`config.mk`:
```
export PLATFORM = sky130hd
export DESIGN_NAME = reg_interlock
export DESIGN_NICKNAME = d
export VERILOG_FILES = /design/src/rtl/reg_interlock.sv
export SDC_FILE = /design/constraint.sdc
export NUM_CORES = 1
export LEC_CHECK = 0
export ABC_AREA = 1
export BUFFER_PORTS_ARGS = -buffer_cell sky130_fd_sc_hd__buf_2
export CAP_MARGIN = 20
export CORE_UTILIZATION = 39
export CTS_BUF_LIST = sky130_fd_sc_hd__clkbuf_4 sky130_fd_sc_hd__clkbuf_8
export DETAILED_ROUTE_END_ITERATION = 10
export MAX_ROUTING_LAYER = met4
export SYNTH_ARGS = -nofsm -noshare
export SYNTH_HDL_FRONTEND = slang
export SYNTH_SLANG_ARGS = --single-unit
```
`constraint.sdc`:
```
create_clock -name clk -period 1.8 [get_ports clk]
set_input_delay 0.18 -clock clk [delete_from_list [all_inputs] [get_ports clk]]
set_output_delay 0.18 -clock clk [all_outputs]
set_load 0.05 [all_outputs]
```
`src/rtl/reg_interlock.sv`:
```
module reg_interlock #(
  parameter int NREG = 16,
  localparam int IW = $clog2(NREG)
) (
  input  logic            clk,
  input  logic            rst_n,
  input  logic            iss_req,
  input  logic [IW-1:0]   src_a,
  input  logic [IW-1:0]   src_b,
  input  logic [IW-1:0]   dst,
  input  logic            wb_en,
  input  logic [IW-1:0]   wb_idx,
  output logic            stall,
  output logic [NREG-1:0] valid_vec
);

  localparam logic [NREG-1:0] ONE = {{(NREG-1){1'b0}}, 1'b1};

  logic [NREG-1:0] vld_q, wb_hot, iss_hot, seen;
  logic            issue;

  assign wb_hot  = wb_en ? (ONE << wb_idx) : '0;
  assign seen    = vld_q | wb_hot;
  assign stall   = iss_req & ~(seen[src_a] & seen[src_b] & seen[dst]);
  assign issue   = iss_req & ~stall;
  assign iss_hot = (issue && dst != '0) ? (ONE << dst) : '0;

  always_ff @(posedge clk) begin
    if (!rst_n) vld_q <= '1;
    else        vld_q <= (seen & ~iss_hot) | ONE;
  end

  assign valid_vec = vld_q;

  p_zero_valid_r2: assert property (@(posedge clk) disable iff (!rst_n)
    valid_vec[0]);

  p_idle_no_stall_r9: assert property (@(posedge clk) disable iff (!rst_n)
    !iss_req |-> !stall);

  p_src_block_r3: assert property (@(posedge clk) disable iff (!rst_n)
    (iss_req && !valid_vec[src_a] && !(wb_en && wb_idx == src_a)) |-> stall);

  p_dst_block_r4: assert property (@(posedge clk) disable iff (!rst_n)
    (iss_req && !valid_vec[dst] && !(wb_en && wb_idx == dst)) |-> stall);

  p_issue_clears_r5: assert property (@(posedge clk) disable iff (!rst_n)
    (iss_req && !stall && dst != '0) |=> !valid_vec[$past(dst)]);

  p_wb_sets_r6: assert property (@(posedge clk) disable iff (!rst_n)
    (wb_en && !(iss_req && !stall && dst == wb_idx)) |=> valid_vec[$past(wb_idx)]);

  p_stall_frozen_r5: assert property (@(posedge clk) disable iff (!rst_n)
    (stall && !wb_en) |=> $stable(valid_vec));

endmodule

```
==> out/metrics.csv, run 1 <==
stage;metric;value;unit
setup_path;slowest CP cell;dfxtp_2;
logic_synthesis;Top FF cell, synth;dfxtp_1;
setup_path;Worst Setup End Kind;output pin;
die;Die Span Y;62.9;um
sta;endpoints failing setup;0;
sta;fmax;557;MHz
finish;max reg flops;15;
die;row count;21;
finish;area delta synth->final;53.8;%
die;Initial Utilization;0.421;
clock_tree;htree depth;1;
sta;Clock Skew;0.00663;ns
clock_tree;hold buffers post-CTS;0;
global_routing;antenna violations before repair;0;
logic_synthesis;post-synth top area cell;nand2_1;
place;count of buffers from port buffering;35;
global_routing;Congestion Overflow GR;0;
die;I/O pins;37;
logic_synthesis;post-synthesis sequential area ratio;0.207;
sta;part of the cycle the worst path needs;0.997;
logic_synthesis;EDFF count, synth;0;
drt;drt wl/cell;13.6;um
logic_synthesis;synthesized instance count;270;
logic_synthesis;Yosys reg bits;15;
place;GPL Wtd Cong;0.990;
global_routing;vias in the first global route;1709;
job;total of max-cap violations;0;
global_routing;Total GRT Usage;0.265;
setup_path;CP most frequent cell;nand2_1;
clock_tree;Clock Sinks;15;
place;hpwl dp;3780;um
finish;Filler cells;341;
drt;DRT Pass-1 Iters;5;
die;Die X;62.9;um
pwr;PD cells;429;nW/um2
logic_synthesis;YS warnings;0;
setup_path;WP data required;1.62;ns
finish;final-stage net count;361;
clock_tree;clk_lat worst skew;0.25;ns
setup_path;crit-path max cell delay;0.33;ns
sta;final hold vios;0;
logic_synthesis;Cell Area, Synth;1450;um2
logic_synthesis;asr flop ratio synth;0;
drt;antenna viol nets, final;0;
die;core area;3440;um2
setup_path;Worst Path Max Fanout;2;
sta;hold slack final;0.244;ns
drt;DR vias/cell;5.06;
global_routing;global-route wire length before repair;7990;um
drt;total number of vias;1952;
setup_path;crit-path cells;o21bai_4 > buf_4 > nand2_1 > nand3_1 > nand2_1 > nand3b_1 > nand2_2 > nor2_4 > nand2_1 > nand2_1 > inv_2 > buf_8;
place;placed instance count;371;
sta;Max Slew Vio Count;0;
drt;Initial DRC Count;177;
pwr;Pleak;1.17;nW
drt;DRC violations left;0;
clock_tree;CTS tree;built;
min_path;HP Class;primary input to register;
pwr;maximum VDD drop;365;uV
clock_tree;root buffer cell;clkbuf_8;
global_routing;largest net degree at the start of global routing;16;
logic_synthesis;Synth cell types;28;
die;Die Area;3960;um2
run_status;outcome;completed;
finish;share of post-route cells with drive strength above 1;0.409;
logic_synthesis;post-synth top area share;0.236;
setup_path;critical path class;register to output pin;
clock_tree;cts bufs inserted;3;
finish;final core occ;0.647;
setup_path;CP arrival;1.62;ns
logic_synthesis;largest cells by area after synthesis;nand2_1 24%, dfxtp_1 21%, nand3_1 11%, nor2_1 10%, inv_1 9.9%;
sta;minimum clock period;1.80;ns
finish;Post-Layout Cell Count;386;
clock_tree;Longest Clk Path Bufs;2;
logic_synthesis;Net Count, Synth;290;
logic_synthesis;syn avg cell area;5.36;um2
drt;Post-Route WL;5230;um
clock_tree;Clock transition at path regs;0.07;ns
setup_path;Startpoint Class;register;
sta;RSZ-0062 raised after global routing;yes;
finish;# diodes;0;
==> cells in the mapped netlist (2+ instances only) <==
| library cell | n |
|---|---|
| nand2_1 | 91 |
| nor2_1 | 39 |
| inv_1 | 38 |
| nand3_1 | 33 |
| dfxtp_1 | 15 |
| nand4_1 | 14 |
| o21ai_0 | 8 |
| buf_2 | 3 |
| buf_6 | 3 |
| nor2_2 | 3 |
| a21oi_1 | 2 |
| nand2_2 | 2 |
| nor3_1 | 2 |
| o21ai_1 | 2 |
| o21bai_1 | 2 |
==> repair_timing <==
action,4_1_cts,5_1_grt
gates cloned,0,0
setup buffers,2,9
resized for setup,20,51
pin swaps,2,21
setup endpoints to repair,1,14
==> worst paths after layout <==
check / startpoint / endpoint / slack [ns] / cells after the start
max: valid_vec[7] / stall / 0.005 / 12
min: rst_n / valid_vec[6] / 0.24 / 2
max reg2reg: valid_vec[7] / valid_vec[8] / 0.12 / 13
min reg2reg: valid_vec[13] / valid_vec[13] / 0.57 / 4
==> cells by family (layout without fill, tap and decap cells) <==
kind of cell | count (synthesis) | in the layout | share of synthesized area
compound gates | 18 | 18 | 0.0761
buf+inv | 48 | 118 | 0.145
simple gates | 188 | 188 | 0.569
other cells | 1 | 1 | 0.00259
flops | 15 | 15 | 0.207
==> layout make-up <==
class / instances / area (um2) / area share
Inverter: 40 / 158 / 0.0708
Clock buffer: 4 / 48.8 / 0.0219
Multi-Input combinational cell: 207 / 1130 / 0.508
Sequential cell: 15 / 319 / 0.143
Tap cell: 46 / 57.6 / 0.0258
Timing Repair Buffer: 74 / 513 / 0.230
==> metal layers <==
metal | wire [um] | share of wire | GRT usage | up-vias
met5 | 0 | 0 | - | -
met4 | 80 | 0.015 | 0.0552 | 0
met3 | 346 | 0.066 | 0.0274 | 6
met2 | 2390 | 0.46 | 0.414 | 72
met1 | 2410 | 0.46 | 0.366 | 877
li1 | - | - | - | 997
==> metrics by stage <==
| stage | setup slack (ns) | total power, mW | area (um2) | TNS, ns |
|---|---|---|---|---|
| 5_1_grt | -0.123 | 1.01 | 2230 | -0.207 |
| 6_report | 0.00451 | 0.955 | 2230 | 0 |
| 2_1_floorplan | 0.0381 | 0.516 | 1470 | 0 |
| 4_1_cts | 0.00161 | 0.914 | 1990 | 0 |
| 3_5_place_dp | -0.0911 | 0.604 | 1850 | -1.03 |
| 3_3_place_gp | -0.107 | 0.606 | 1850 | -1.30 |
==> worst max-delay path: cells and delay by family, from the launching register on <==
| family | cells | cell delay [ns] |
|---|---|---|
| buf+inv | 3 | 0.32 |
| simple gates | 8 | 0.55 |
| compound gates | 1 | 0.17 |
| flops | 1 | 0.33 |
==> layout by cell type, fill, tap and decap left out, types with 5 or more instances in the layout <==
master,synthesis,final
o21ai_0,8,5
buf_4,1,39
dfxtp_2,0,15
inv_1,38,32
nand2_2,2,9
nor2_1,39,37
buf_2,3,29
nand3_1,33,20
nand3_2,1,11
nand2_1,91,80
nor2_4,1,5
nand4_1,14,14
==> where the power goes <==
part	leakage (nW)	internal [mW]	switching, mW
sequential	0.114	0.336	0.00219
combinational	1.03	0.116	0.210
clock	0.0262	0.172	0.119
No activity file was read; power rests on OpenSTA's default activity.
==> run 2: changes to the inputs <==
==> constraint.sdc (replaced) <==
create_clock -name clk -period 2.3 [get_ports clk]
set_input_delay 0.23 -clock clk [delete_from_list [all_inputs] [get_ports clk]]
set_output_delay 0.23 -clock clk [all_outputs]
set_load 0.05 [all_outputs]
==> out/metrics.csv, run 2 (synthesis results as in run 1) <==
stage;metric;value;unit
sta;RSZ-0062 raised after global routing;no;
finish;area delta synth->final;18.0;%
setup_path;crit-path max cell delay;0.20;ns
run_status;outcome;completed;
setup_path;crit-path cells;buf_2 > nand2_1 > inv_2 > nand3_1 > nand2_1 > o21ai_0 > nor3_1 > nand2_1 > nand2_2 > nand2_1 > nand2_1 > inv_1 > buf_2;
die;Die Area;3960;um2
finish;final-stage net count;327;
setup_path;critical path class;primary input to output pin;
clock_tree;Clock Sinks;15;
drt;DRT Pass-1 Iters;4;
drt;total number of vias;1775;
setup_path;family with the most delay on the worst path;simple AND/OR/NAND/NOR gates;
clock_tree;htree depth;1;
setup_path;CP most frequent cell;nand2_1;
drt;Post-Route WL;4570;um
global_routing;antenna violations before repair;0;
sta;final hold vios;0;
sta;Clock Skew;0.00354;ns
clock_tree;post-cts resize count;0;
die;Die X;62.9;um
die;Die Span Y;62.9;um
place;hpwl dp;3610;um
clock_tree;CTS tree;built;
clock_tree;Clock transition at path regs;0.06;ns
sta;hold slack final;0.286;ns
clock_tree;clk_lat worst skew;0.25;ns
finish;most common cell after layout, fill and taps aside;nand2_1;
finish;# diodes;0;
global_routing;vias in the first global route;1632;
global_routing;global-route wire length before repair;7710;um
drt;DR vias/cell;5.04;
clock_tree;root buffer cell;clkbuf_8;
setup_path;Worst Setup End Kind;output pin;
clock_tree;setup bufs post-CTS;0;
min_path;HP Class;primary input to register;
setup_path;WP data required;2.07;ns
global_routing;largest net degree at the start of global routing;16;
finish;max reg flops;15;
drt;DRC violations left;0;
place;count of buffers from port buffering;35;
setup_path;Worst Path Max Fanout;9;
setup_path;crit path buf inv count;4;
drt;antenna viol nets, final;0;
sta;fmax;472;MHz
setup_path;reg2reg setup slack;0.60;ns
finish;highest-count cells in the layout ignoring fill and taps;91 x nand2_1, 39 x nor2_1, 38 x inv_1;
place;GPL Wtd Cong;0.953;
finish;Filler cells;397;
clock_tree;Longest Clk Path Bufs;2;
job;total of max-cap violations;0;
setup_path;CP arrival;1.89;ns
sta;total negative setup slack;0;ns
sta;minimum clock period;2.12;ns
finish;share of post-route cells with drive strength above 1;0.183;
sta;endpoints failing setup;0;
sta;Max Slew Vio Count;0;
global_routing;Congestion Overflow GR;0;
drt;Initial DRC Count;95;
pwr;Pleak;0.981;nW
die;core area;3440;um2
sta;part of the cycle the worst path needs;0.922;
die;Initial Utilization;0.421;
clock_tree;hold buffers post-CTS;0;
clock_tree;cts bufs inserted;3;
setup_path;Startpoint Class;primary input;
drt;drt wl/cell;13.0;um
setup_path;slowest CP cell;nand2_1;
die;I/O pins;37;
pwr;PD cells;395;nW/um2
pwr;maximum VDD drop;300;uV
die;row count;21;
global_routing;Total GRT Usage;0.256;
run 2: per-stage QoR:
step	area, um2	utilization	instances	power, mW	setup WS [ns]
floorplan	1450	-	270	0.404	0.322
global placement	1660	0.482	348	0.458	0.227
detailed placement	1660	0.482	348	0.458	0.235
CTS	1700	0.495	352	0.680	0.215
global route	1710	0.496	352	0.722	0.0591
finish	1710	0.496	352	0.675	0.180
run 2: final cells by class:
class	instances	area (um2)	share of cell area
multi-input combinational	207	941	0.551
sequential	15	300	0.176
timing repair buffer	40	213	0.125
inverter	40	150	0.0879
tap	46	57.6	0.0337
clock buffer	3	41.3	0.0242
clock inverter	1	5.00	0.00293
run 2: layer usage:
metal  vias up  wire [um]  global-route usage
li1        928          -                   -
met1       760       2220               0.368
met2        79       1880               0.360
met3         8        368              0.0274
met4         0        101              0.0988
met5         -          0                   -
run 2: worst paths after layout:
check           startpoint       endpoint  depth (start not counted)
max              wb_idx[3]          stall                         13
min                iss_req   valid_vec[8]                          4
max reg2reg  valid_vec[15]  valid_vec[13]                         11
min reg2reg   valid_vec[6]   valid_vec[6]                          4
run 2: worst min-delay path, cell delays in order:
cell and delay, ns:
buf_2 0.12, nand4_2 0.07, nand2_1 0.04, nand2_1 0.04
run 2: power breakdown:
| part | internal (mW) | switching (mW) |
|---|---|---|
| Combinational | 0.0553 | 0.135 |
| Clock | 0.120 | 0.100 |
| Sequential | 0.263 | 0.00163 |
| Total | 0.438 | 0.237 |
==> run 3: changes to the inputs <==
--- a/config.mk
+++ b/config.mk
@@ -12,6 +12,7 @@
 export CTS_BUF_LIST = sky130_fd_sc_hd__clkbuf_4 sky130_fd_sc_hd__clkbuf_8
 export DETAILED_ROUTE_END_ITERATION = 10
 export MAX_ROUTING_LAYER = met4
+export RECOVER_POWER = 100
 export SYNTH_ARGS = -nofsm -noshare
 export SYNTH_HDL_FRONTEND = slang
 export SYNTH_SLANG_ARGS = --single-unit
==> out/metrics.csv, run 3 (synthesis results as in run 1) <==
stage;metric;value;unit
die;Die Span Y;62.9;um
setup_path;r2r worst-path depth;13;
drt;DRC violations left;0;
setup_path;family with the most delay on the worst path;simple AND/OR/NAND/NOR gates;
sta;Least-Margin Pin Slew;0.602;ns
finish;max reg flops;15;
setup_path;Startpoint Class;primary input;
die;Initial Utilization;0.421;
setup_path;Worst Path Max Fanout;9;
setup_path;crit-path cells;buf_2 > nand2_1 > inv_2 > nand3_1 > nand2_1 > o21ai_0 > nor3_1 > nand2_1 > nand2_2 > nand2_1 > nand2_1 > inv_1 > buf_2;
setup_path;Critical Path End;stall;
min_path;HP Class;primary input to register;
die;row count;21;
pwr;Logic pwr share;0.277;
clock_tree;post-cts resize count;0;
setup_path;crit-path max cell delay;0.20;ns
finish;most common cell after layout, fill and taps aside;nand2_1;
sta;fmax;471;MHz
place;hpwl dp;3610;um
global_routing;largest net degree at the start of global routing;16;
global_routing;Congestion Overflow GR;0;
drt;Post-Route WL;4570;um
finish;share of post-route cells with drive strength above 1;0.131;
setup_path;CP arrival;1.89;ns
place;Area after DPL;1660;um2
setup_path;Worst Setup End Kind;output pin;
finish;fin area;1680;um2
global_routing;vias in the first global route;1632;
drt;antenna viol nets, final;0;
clock_tree;Clock transition at path regs;0.06;ns
drt;DR vias/cell;5.01;
drt;Initial DRC Count;136;
pwr;Clock power frac;0.329;
setup_path;critical path class;primary input to output pin;
sta;endpoints failing setup;0;
global_routing;Total GRT Usage;0.256;
setup_path;worst r2r dst;valid_vec[9];
drt;drt wl/cell;13.0;um
sta;final hold vios;0;
clock_tree;Longest Clk Path Bufs;2;
sta;total negative setup slack;0;ns
setup_path;WP data required;2.07;ns
clock_tree;CTS tree;built;
die;Die X;62.9;um
setup_path;r2r startpoint;valid_vec[15];
clock_tree;htree depth;1;
sta;RSZ-0062 raised after global routing;no;
setup_path;CP most frequent cell;nand2_1;
clock_tree;Clock Sinks;15;
job;total of max-cap violations;0;
setup_path;slowest CP cell;nand2_1;
die;I/O pins;37;
die;core area;3440;um2
setup_path;CP Launch Point;wb_idx[3];
die;Die Area;3960;um2
clock_tree;cts bufs inserted;3;
sta;Max Slew Vio Count;0;
finish;# diodes;0;
sta;part of the cycle the worst path needs;0.923;
place;count of buffers from port buffering;35;
sta;Clock Skew;0.00426;ns
finish;final-stage net count;327;
pwr;NetSw;0.236;mW
global_routing;global-route wire length before repair;7710;um
clock_tree;root buffer cell;clkbuf_8;
place;GPL Wtd Cong;0.953;
finish;highest-count cells in the layout ignoring fill and taps;91 x nand2_1, 40 x nor2_1, 38 x inv_1;
pwr;maximum VDD drop;297;uV
global_routing;antenna violations before repair;0;
pwr;Pint;0.434;mW
setup_path;reg2reg setup slack;0.44;ns
finish;area delta synth->final;16.0;%
drt;DRT Pass-1 Iters;4;
sta;minimum clock period;2.12;ns
pwr;sequential power share;0.394;
pwr;PD cells;399;nW/um2
pwr;Pleak;0.962;nW
clock_tree;setup bufs post-CTS;0;
pwr;Net Sw Frac;0.352;
run_status;outcome;completed;
setup_path;crit path buf inv count;4;
drt;total number of vias;1762;
sta;slew margin rel.;0.600;
clock_tree;clk_lat worst skew;0.25;ns
setup_path;Stages on worst setup path;13;
clock_tree;hold buffers post-CTS;0;
==> run 3: metrics by stage <==
stage / total power [mW] / worst slack [ns] / util / std cells / hold WS [ns]
floorplan: 0.404 / 0.322 / - / 270 / 0.299
global placement: 0.458 / 0.227 / 0.482 / 348 / 0.541
detailed placement: 0.458 / 0.235 / 0.482 / 348 / 0.543
CTS: 0.680 / 0.215 / 0.495 / 352 / 0.284
global route: 0.716 / 0.0523 / 0.488 / 352 / 0.296
finish: 0.670 / 0.176 / 0.488 / 352 / 0.287
==> run 3: power by group through the flow <==
stage	Clock, mW	Combinational [mW]	Sequential (mW)
after global routing	0.244	0.207	0.265
after global placement	0	0.188	0.270
after floorplan	0	0.123	0.281
after CTS	0.227	0.188	0.264
after detailed placement	0	0.188	0.270
final	0.220	0.186	0.264
==> run 3: worst reg2reg max path, stage by stage, from the launching register on <==
cell	delay [ns]
dfxtp_1	0.35
inv_1	0.06
o21ai_1	0.08
buf_4	0.17
nand2_1	0.05
nand3_1	0.07
nand2_1	0.05
nand3_1	0.06
nand2_1	0.08
nor2_1	0.17
clkbuf_2	0.33
nand4_1	0.15
nand2_1	0.09
nand2_1	0.04
==> run 3: worst min path at each step <==
stage | start | endpoint | cells after the start
final | iss_req | valid_vec[8] | 4
after global routing | rst_n | valid_vec[15] | 2
after CTS | iss_req | valid_vec[8] | 4
after detailed placement | iss_req | valid_vec[8] | 4
after global placement | iss_req | valid_vec[8] | 4
after floorplan | rst_n | valid_vec[13] | 1
==> run 3: area by class of cell <==
cell class / instances / area (um2)
flip-flops and latches: 15 / 300
repair buffers: 40 / 191
fillers: 406 / 1760
well taps: 46 / 57.6
clock buffers: 3 / 41.3
clock inverters: 1 / 5.00
inverters: 40 / 150
multi-input cells: 207 / 933
==> run 3: routing by layer <==
layer  share of wire  vias to the layer above  GRT usage
li1                -                      924          -
met1            0.50                      745      0.368
met2            0.40                       80      0.360
met3           0.071                       13     0.0274
met4           0.028                        0     0.0988
met5               0                        -          -
